--- src/rtl/brd_pkg.sv ---
package brd_pkg;

  localparam int unsigned MAX_LINES = 16;

  typedef enum logic [1:0] {
    SEL_BYPASS = 2'd0,
    SEL_LEVEL  = 2'd1,
    SEL_EDGE   = 2'd2
  } sel_mode_e;

  // One-hot placement of a bit value; an index outside the line count gives zero.
  function automatic logic [MAX_LINES-1:0] place_bit(input logic        val,
                                                     input int unsigned idx,
                                                     input int unsigned count);
    logic [MAX_LINES-1:0] res;
    res = '0;
    if (idx < count && idx < MAX_LINES) res[idx[3:0]] = val;
    return res;
  endfunction

endpackage

--- src/rtl/brd_addr_hold.sv ---
module brd_addr_hold
  import brd_pkg::*;
#(
  parameter int unsigned ADDR_W = 4,
  parameter sel_mode_e   MODE   = SEL_LEVEL
) (
  input  logic              clk,
  input  logic              rst,
  input  logic [ADDR_W-1:0] addr_i,
  input  logic              en_i,
  output logic [ADDR_W-1:0] addr_o
);

  logic [ADDR_W-1:0] kept_q;
  logic              en_prev_q;
  logic              en_rise;
  logic              load;

  // Edge event against the system clock, exposed for the checks below.
  assign en_rise = en_i & ~en_prev_q;
  assign load    = (MODE == SEL_EDGE) ? en_rise : en_i;

  always_ff @(posedge clk) begin
    if (rst) begin
      kept_q    <= '0;
      en_prev_q <= 1'b0;
    end else begin
      en_prev_q <= en_i;
      if (load) kept_q <= addr_i;
    end
  end

  generate
    if (MODE == SEL_BYPASS) begin : g_bypass
      assign addr_o = addr_i;
    end else if (MODE == SEL_LEVEL) begin : g_level
      assign addr_o = en_i ? addr_i : kept_q;

      // on the enable falling, the used select is the one sampled at the last high edge
      p_level_capture_r4: assert property (@(posedge clk) disable iff (rst)
        $fell(en_i) |-> addr_o == $past(addr_i));
      // while the enable stays low the used select does not move
      p_level_keep_r4: assert property (@(posedge clk) disable iff (rst)
        (!en_i && $past(!en_i)) |-> $stable(addr_o));
    end else begin : g_edge
      assign addr_o = kept_q;

      // a rising enable loads the select seen at that edge
      p_edge_load_r5: assert property (@(posedge clk) disable iff (rst)
        en_rise |=> addr_o == $past(addr_i));
      // no rising enable, no change of the used select
      p_edge_keep_r5: assert property (@(posedge clk) disable iff (rst)
        !en_rise |=> $stable(addr_o));
    end
  endgenerate

endmodule

--- src/rtl/brd_decode.sv ---
module brd_decode
  import brd_pkg::*;
#(
  parameter int unsigned N_OUTS = 16,
  parameter int unsigned ADDR_W = 4,
  parameter bit          IN_INV = 1'b0
) (
  input  logic              din_i,
  input  logic [ADDR_W-1:0] addr_i,
  output logic [N_OUTS-1:0] vec_o,
  output logic              routed_o
);

  logic [MAX_LINES-1:0] full_vec;

  assign routed_o = din_i ^ IN_INV;
  assign full_vec = place_bit(routed_o, 32'(addr_i), N_OUTS);
  assign vec_o    = full_vec[N_OUTS-1:0];

endmodule

--- src/rtl/brd_out_hold.sv ---
module brd_out_hold #(
  parameter int unsigned N_OUTS  = 16,
  parameter bit          HOLD_EN = 1'b1
) (
  input  logic              clk,
  input  logic              rst,
  input  logic [N_OUTS-1:0] vec_i,
  input  logic              en_i,
  output logic [N_OUTS-1:0] vec_o
);

  generate
    if (HOLD_EN) begin : g_hold
      logic [N_OUTS-1:0] frozen_q;

      always_ff @(posedge clk) begin
        if (rst)       frozen_q <= '0;
        else if (en_i) frozen_q <= vec_i;
      end

      assign vec_o = en_i ? vec_i : frozen_q;

      // when the enable drops, the vector from the last high edge is shown
      p_vec_capture_r6: assert property (@(posedge clk) disable iff (rst)
        $fell(en_i) |-> vec_o == $past(vec_i));
      // while the enable stays low the outputs are frozen
      p_vec_keep_r6: assert property (@(posedge clk) disable iff (rst)
        (!en_i && $past(!en_i)) |-> $stable(vec_o));
    end else begin : g_pass
      assign vec_o = vec_i;
    end
  endgenerate

endmodule

--- src/rtl/bit_route_demux.sv ---
module bit_route_demux
  import brd_pkg::*;
#(
  parameter int unsigned         N_OUTS      = 16,
  parameter int unsigned         ADDR_W      = 4,
  parameter sel_mode_e           SEL_MODE    = SEL_LEVEL,
  parameter bit                  OUT_HOLD_EN = 1'b1,
  parameter bit                  IN_INV      = 1'b0,
  parameter logic [N_OUTS-1:0]   OUT_INV     = '0
) (
  input  logic              clk,
  input  logic              rst,
  input  logic              din,
  input  logic [ADDR_W-1:0] addr,
  input  logic              addr_hold_en,
  input  logic              out_hold_en,
  output logic [N_OUTS-1:0] dout
);

  localparam int unsigned SEL_SPAN = 1 << ADDR_W;

  logic [ADDR_W-1:0] eff_addr;
  logic [N_OUTS-1:0] dec_vec;
  logic [N_OUTS-1:0] held_vec;
  logic              routed;
  logic              sel_in_range;

  brd_addr_hold #(.ADDR_W(ADDR_W), .MODE(SEL_MODE)) u_sel (
    .clk    (clk),
    .rst    (rst),
    .addr_i (addr),
    .en_i   (addr_hold_en),
    .addr_o (eff_addr)
  );

  brd_decode #(.N_OUTS(N_OUTS), .ADDR_W(ADDR_W), .IN_INV(IN_INV)) u_dec (
    .din_i    (din),
    .addr_i   (eff_addr),
    .vec_o    (dec_vec),
    .routed_o (routed)
  );

  brd_out_hold #(.N_OUTS(N_OUTS), .HOLD_EN(OUT_HOLD_EN)) u_hold (
    .clk   (clk),
    .rst   (rst),
    .vec_i (dec_vec),
    .en_i  (out_hold_en),
    .vec_o (held_vec)
  );

  assign dout = held_vec ^ OUT_INV;

  assign sel_in_range = (32'(eff_addr) < N_OUTS) && (32'(eff_addr) < SEL_SPAN);

  // the decoder never raises more than one line
  p_one_line_r1: assert property (@(posedge clk) disable iff (rst)
    $onehot0(dec_vec));
  // a routed true on an in-range select raises exactly one line
  p_line_raised_r1: assert property (@(posedge clk) disable iff (rst)
    (routed && sel_in_range) |-> $countones(dec_vec) == 1);
  // an out-of-range select raises nothing
  p_out_of_range_r2: assert property (@(posedge clk) disable iff (rst)
    !sel_in_range |-> dec_vec == '0);

endmodule

--- config.mk ---
export PLATFORM = sky130hd
export DESIGN_NAME = bit_route_demux
export DESIGN_NICKNAME = d
export VERILOG_FILES = /design/src/rtl/brd_pkg.sv /design/src/rtl/brd_addr_hold.sv /design/src/rtl/brd_decode.sv /design/src/rtl/brd_out_hold.sv /design/src/rtl/bit_route_demux.sv
export SDC_FILE = /design/constraint.sdc
export NUM_CORES = 1
export LEC_CHECK = 0
export ABC_CLOCK_PERIOD_IN_PS = 3250
export CAP_MARGIN = 20
export CELL_PAD_IN_SITES_DETAIL_PLACEMENT = 1
export CELL_PAD_IN_SITES_GLOBAL_PLACEMENT = 2
export CORE_ASPECT_RATIO = 0.5
export CORE_MARGIN = 1
export CORE_UTILIZATION = 32
export CTS_CLUSTER_SIZE = 28
export DETAILED_ROUTE_END_ITERATION = 10
export GPL_TIMING_DRIVEN = 0
export PLACE_DENSITY = 0.78
export REMOVE_ABC_BUFFERS = 1
export SLEW_MARGIN = 15
export SYNTH_ARGS = -nofsm -noshare
export SYNTH_HDL_FRONTEND = slang
export SYNTH_HIERARCHICAL = 1
export SYNTH_SLANG_ARGS = --single-unit
--- constraint.sdc ---
create_clock -name clk -period 3.25 [get_ports clk]
set_input_delay 0.325 -clock clk [delete_from_list [all_inputs] [get_ports clk]]
set_output_delay 0.325 -clock clk [all_outputs]
set_load 0.005 [all_outputs]
==> results.yml, run 1 <==
clock_tree:
  cts_tree: "yes"
  clock_sinks: 20
  post_cts_resized: 0
  cts.clk_slew.worst_paths_ps: 70
  cts_buffers: 3
  cts_setup_buffers: 0
  htree_levels: 1
  cts-root-buf: "clkbuf_8"
  worstSkewPairLatency_ps: 250
  ctsLongestPathBuffers: 2
  postCtsHoldBufs: 0
floorplan:
  coreArea_um2: 2733
  die_h_um: 40.98
  die_x_um: 79.95
  rows: 13
  die_area_um2: 3276
  initial_core_util_pct: 35.58
  io_pins: 25
timing:
  fin_setup_tns_ps: 0
  clock_skew_ps: 3.391
  slew_headroom_pct: 35.49
  worst_slew_pin_slew_ps: 964.6
  setup_viol: 0
  hold_viol: 0
  slew_violations: 0
  rsz0062_at_grt: "false"
  period_minus_slack_ps: 2863
  max_freq_ghz: 0.3492
  fin_crit_sh_pct: 88.11
grt:
  antenna_found_initial: 0
  grt_remaining_overflow: 0
  grt_pass1_vias: 675
  grt_use_total_pct: 14.11
  grt_max_degree: 21
  grt_pass1_wl_mm: 3.222
detailed_routing:
  top_layer_used: "met4"
  first_pass_iters: 4
  drc: 0
  avgViaCountPerCell: 4.612
  vias: 678
  wl_met3_um: 99
  wl_per_cell_um: 14.39
  wl_mm: 2.115
  drt_iter0_drc: 9
  met2_length_um: 938
  m1WireLength_mm: 1.056
  ant_nets: 0
placement:
  gp_congestion: 0.6867
  portBuffers: 24
  dp_hpwl_mm: 1.503
  post-place-cells: 144
critical_path:
  slowest_delay_ps: 550
  ff2ff_setup_slack_ps: 1710
  crit_start: "addr_hold_en"
  r2r-start: "u_sel/kept_q[3]"
  cp-end-kind: "output pin"
  cp_max_fo: 5
  critPathKind: "in2out"
  crit_chain: "clkdlybuf4s50_1 > mux2_2 > or3b_4 > nor2_1 > mux2_2 > clkdlybuf4s50_1"
  critPathRequiredTime_ps: 2920
  cp_slowest_cell: "clkdlybuf4s50_1"
  arrival_ps: 2540
  start_kind: "input pin"
hold_path:
  min_from: "u_hold/g_hold.frozen_q[0]"
  hp-class: "reg2reg"
run_status:
  outcome: "completed"
run:
  max-cap-violations: 0
layout:
  final_cells: 147
  finalNetCount: 121
  drive_gt1_share_pct: 26.36
  diodes: 0
  area_growth_pct: 29.99
synth:
  yosys_warnings: 6
  netlist_instances: 86
  synth_area_um2: 972.2
  syn_avg_cell_area_um2: 11.30
pwr:
  p_per_area_nw_per_um2: 379.0
  peakVddDrop_mv: 0.1714
  power.leakage_nw: 0.4781
[registers in the layout (all words and copies together) (netlist names)]
register	cells
u_sel/kept_q	4
u_hold/g_hold.frozen_q	16
[through the flow]
| step | hold slack [ps] | setup slack [ps] | util [%] | cell area [um^2] | total power, W |
|---|---|---|---|---|---|
| after global placement | 567.6 | 463.2 | 44.73 | 1222 | 0.0003205 |
| final | 591.3 | 386.5 | 46.25 | 1264 | 0.0004789 |
| after CTS | 597.7 | 372.9 | 46.25 | 1264 | 0.0004868 |
| after detailed placement | 576.2 | 388.4 | 44.73 | 1222 | 0.0003233 |
| after floorplan | 389.3 | 1585 | - | 935.9 | 0.0002885 |
| after global routing | 621.0 | 280.9 | 46.25 | 1264 | 0.0005035 |
[layout by cell type, fill, tap and decap left out]
cell type / instances
or3b_4: 1
nand2_1: 1
nor3_2: 1
mux2_4: 10
dfxtp_1: 20
nand2b_1: 2
nand3_1: 1
nor2_1: 12
mux2_2: 10
clkdlybuf4s50_1: 24
nand3b_1: 2
clkbuf_8: 3
nor3_1: 3
nor2b_4: 4
nor2b_1: 16
[per-layer routing]
metal	GRT usage (%)	vias up
li1	-	334
met2	24.79	18
met4	6.696	0
met5	0	-
met1	17.21	324
met3	3.333	2
[report_power, final]
group | internal [W] | switching (W) | total [W] | leakage (nW)
clock | 0.0000825 | 0.0000787 | 0.000161 | 0.0216
sequential | 0.000250 | 0.00000116 | 0.000251 | 0.162
combinational | 0.0000344 | 0.0000322 | 0.0000666 | 0.294
total | 0.000367 | 0.000112 | 0.000479 | 0.478
[worst max-delay path: cells and delay by family]
kind                   cells  cell delay (ps)
buffers and inverters      2             1050
muxes                      2              590
and+or+nand+nor            2              580
[path summary, 6_finish.rpt]
path / endpoint / cells past startpoint
setup / recovery: dout[2] / 6
setup reg to reg: u_hold/g_hold.frozen_q[2] / 5
hold / removal: u_hold/g_hold.frozen_q[0] / 2
hold reg to reg: u_hold/g_hold.frozen_q[0] / 2
[layout make-up]
cell class                 count  area, um^2
clock buffer                   3       41.29
timing repair buffer          24       240.2
multi-input combinational     63       535.5
tap                           37       46.29
sequential                    20       400.4
fill                         312        1469
Note: power is estimated with default switching activity, not from simulation.
==> inputs of run 2 (changes only) <==
Settings changed: GPL_ROUTABILITY_DRIVEN from default to 1.
==> results of run 2 <==
Same layout as run 1: the final DEF is identical, and so are final timing and power.
==> inputs of run 3 (changes only) <==
Settings changed: CELL_PAD_IN_SITES_DETAIL_PLACEMENT 1 to 0, CELL_PAD_IN_SITES_GLOBAL_PLACEMENT 2 to 1, CORE_ASPECT_RATIO 0.5 to default, CORE_UTILIZATION 32 to 39.
==> run 3 against run 2 <==
Net effect:
- non-clock buffer count stayed put
- clock-buffer cell count grew 1
- design area down 1.3%
- highest routed layer unchanged
==> results.yml, run 3 (synthesis results as in run 1) <==
run_status:
  outcome: "completed"
critical_path:
  start_kind: "input pin"
  cp_max_fo: 5
  cp-end-kind: "output pin"
  slowest_delay_ps: 550
  arrival_ps: 2500
  cp_slowest_cell: "clkdlybuf4s50_1"
  r2r-start: "u_sel/kept_q[3]"
  critPathKind: "in2out"
  crit_start: "addr_hold_en"
  critPathRequiredTime_ps: 2920
  crit_chain: "clkdlybuf4s50_1 > mux2_2 > or3b_4 > nor3_2 > mux2_2 > clkdlybuf4s50_1"
grt:
  met2_usage_pct: 24.57
  grt_pass1_wl_mm: 2.808
  grt_use_total_pct: 14.64
  grt_remaining_overflow: 0
  top_usage_layer: "met2"
  antenna_found_initial: 0
  met1_usage_pct: 17.17
  grt_pass1_vias: 686
  grt_max_degree: 21
  met3_usage_pct: 3.801
floorplan:
  die_h_um: 51.93
  die_area_um2: 2696
  coreArea_um2: 2276
  io_pins: 25
  die_x_um: 51.93
  initial_core_util_pct: 42.72
  rows: 17
timing:
  fin_setup_tns_ps: 0
  rsz0062_at_grt: "false"
  slew_headroom_pct: 35.77
  slew_violations: 0
  period_minus_slack_ps: 2826
  clock_skew_ps: 6.055
  worst_slew_pin_slew_ps: 960.4
  fin_hold_ws_ps: 594.5
  fin_crit_sh_pct: 86.97
  max_freq_ghz: 0.3538
  hold_viol: 0
  setup_viol: 0
layout:
  largest_reg_flops: 16
  regMostFlops: "u_hold/g_hold.frozen_q"
  finalNetCount: 121
  final_common_cell: "clkdlybuf4s50_1"
  diodes: 0
  drive_gt1_share_pct: 27.03
  final_cell_mix: "24 x clkdlybuf4s50_1, 20 x dfxtp_1, 16 x nor2b_1, 12 x nor2_1"
  reg_top3: "u_hold/g_hold.frozen_q x16, u_sel/kept_q x4"
  area_growth_pct: 28.31
placement:
  dp_hpwl_mm: 1.200
  portBuffers: 24
  gp_congestion: 0.7072
clock_tree:
  post_cts_resized: 0
  cts_tree: "yes"
  htree_levels: 1
  worstSkewPairLatency_ps: 290
  cts_buffers: 3
  clock_sinks: 20
  ctsLongestPathBuffers: 2
  cts.clk_slew.worst_paths_ps: 100
  postCtsHoldBufs: 0
  cts-root-buf: "clkbuf_4"
  cts_setup_buffers: 0
pwr:
  internal_power_w: 0.0003525
  peakVddDrop_mv: 0.2105
  seqPwrFrac_pct: 55.0
  p_per_area_nw_per_um2: 366.1
  swShare_pct: 22.81
  p_sw_w: 0.0001042
  power.leakage_nw: 0.4775
  combPwrFrac_pct: 14.1
  pwr-share-clk_pct: 30.9
detailed_routing:
  ant_nets: 0
  wl_per_cell_um: 12.22
  wl_mm: 1.699
  drc: 0
  vias: 672
  avgViaCountPerCell: 4.835
  first_pass_iters: 1
  drt_iter0_drc: 0
run:
  max-cap-violations: 0
hold_path:
  min_from: "u_hold/g_hold.frozen_q[15]"
  hp-class: "reg2reg"
run 3: routing by layer:
layer	vias to the layer above	wire, um
met5	-	0
met4	0	9
met3	2	83
met2	15	821
met1	319	784
li1	336	-
run 3: path summary, 6_finish.rpt:
path | slack (ps) | endpoint | cells after the start
worst max register to register | 1720 | u_hold/g_hold.frozen_q[0] | 5
worst min-delay path | 590 | u_hold/g_hold.frozen_q[15] | 2
worst max-delay path | 420 | dout[0] | 6
worst min register to register | 590 | u_hold/g_hold.frozen_q[15] | 2
run 3: worst max-delay path, delay by kind of cell:
family / cells / cell delay, ps
multiplexers: 2 / 570
AND/OR/NAND/NOR: 2 / 560
buffers and inverters: 2 / 1040
run 3: layout make-up:
| class | instances | area, um^2 |
|---|---|---|
| Clock buffer | 4 | 36.28 |
| Fill cell | 221 | 1028 |
| Multi-Input combinational cell | 63 | 535.5 |
| Sequential cell | 20 | 400.4 |
| Tap cell | 28 | 35.03 |
| Timing Repair Buffer | 24 | 240.2 |
run 3: power by group through the flow:
stage                      logic, W  clock network, W  registers, W
after floorplan           0.0000321                 0      0.000256
after global placement    0.0000640                 0      0.000257
after detailed placement  0.0000647                 0      0.000257
after CTS                 0.0000652          0.000149      0.000251
after global routing      0.0000701          0.000160      0.000252
final                     0.0000644          0.000141      0.000251
run 3: metrics by stage:
stage | setup slack, ps | total power (W) | cell area, um^2 | utilization, % | cells
after floorplan | 1585 | 0.0002885 | 935.9 | - | 83
after global placement | 439.8 | 0.0003205 | 1211 | 53.22 | 135
after detailed placement | 418.4 | 0.0003216 | 1211 | 53.22 | 135
after CTS | 419.1 | 0.0004653 | 1247 | 54.81 | 139
after global routing | 339.9 | 0.0004814 | 1247 | 54.81 | 139
final | 423.6 | 0.0004567 | 1247 | 54.81 | 139
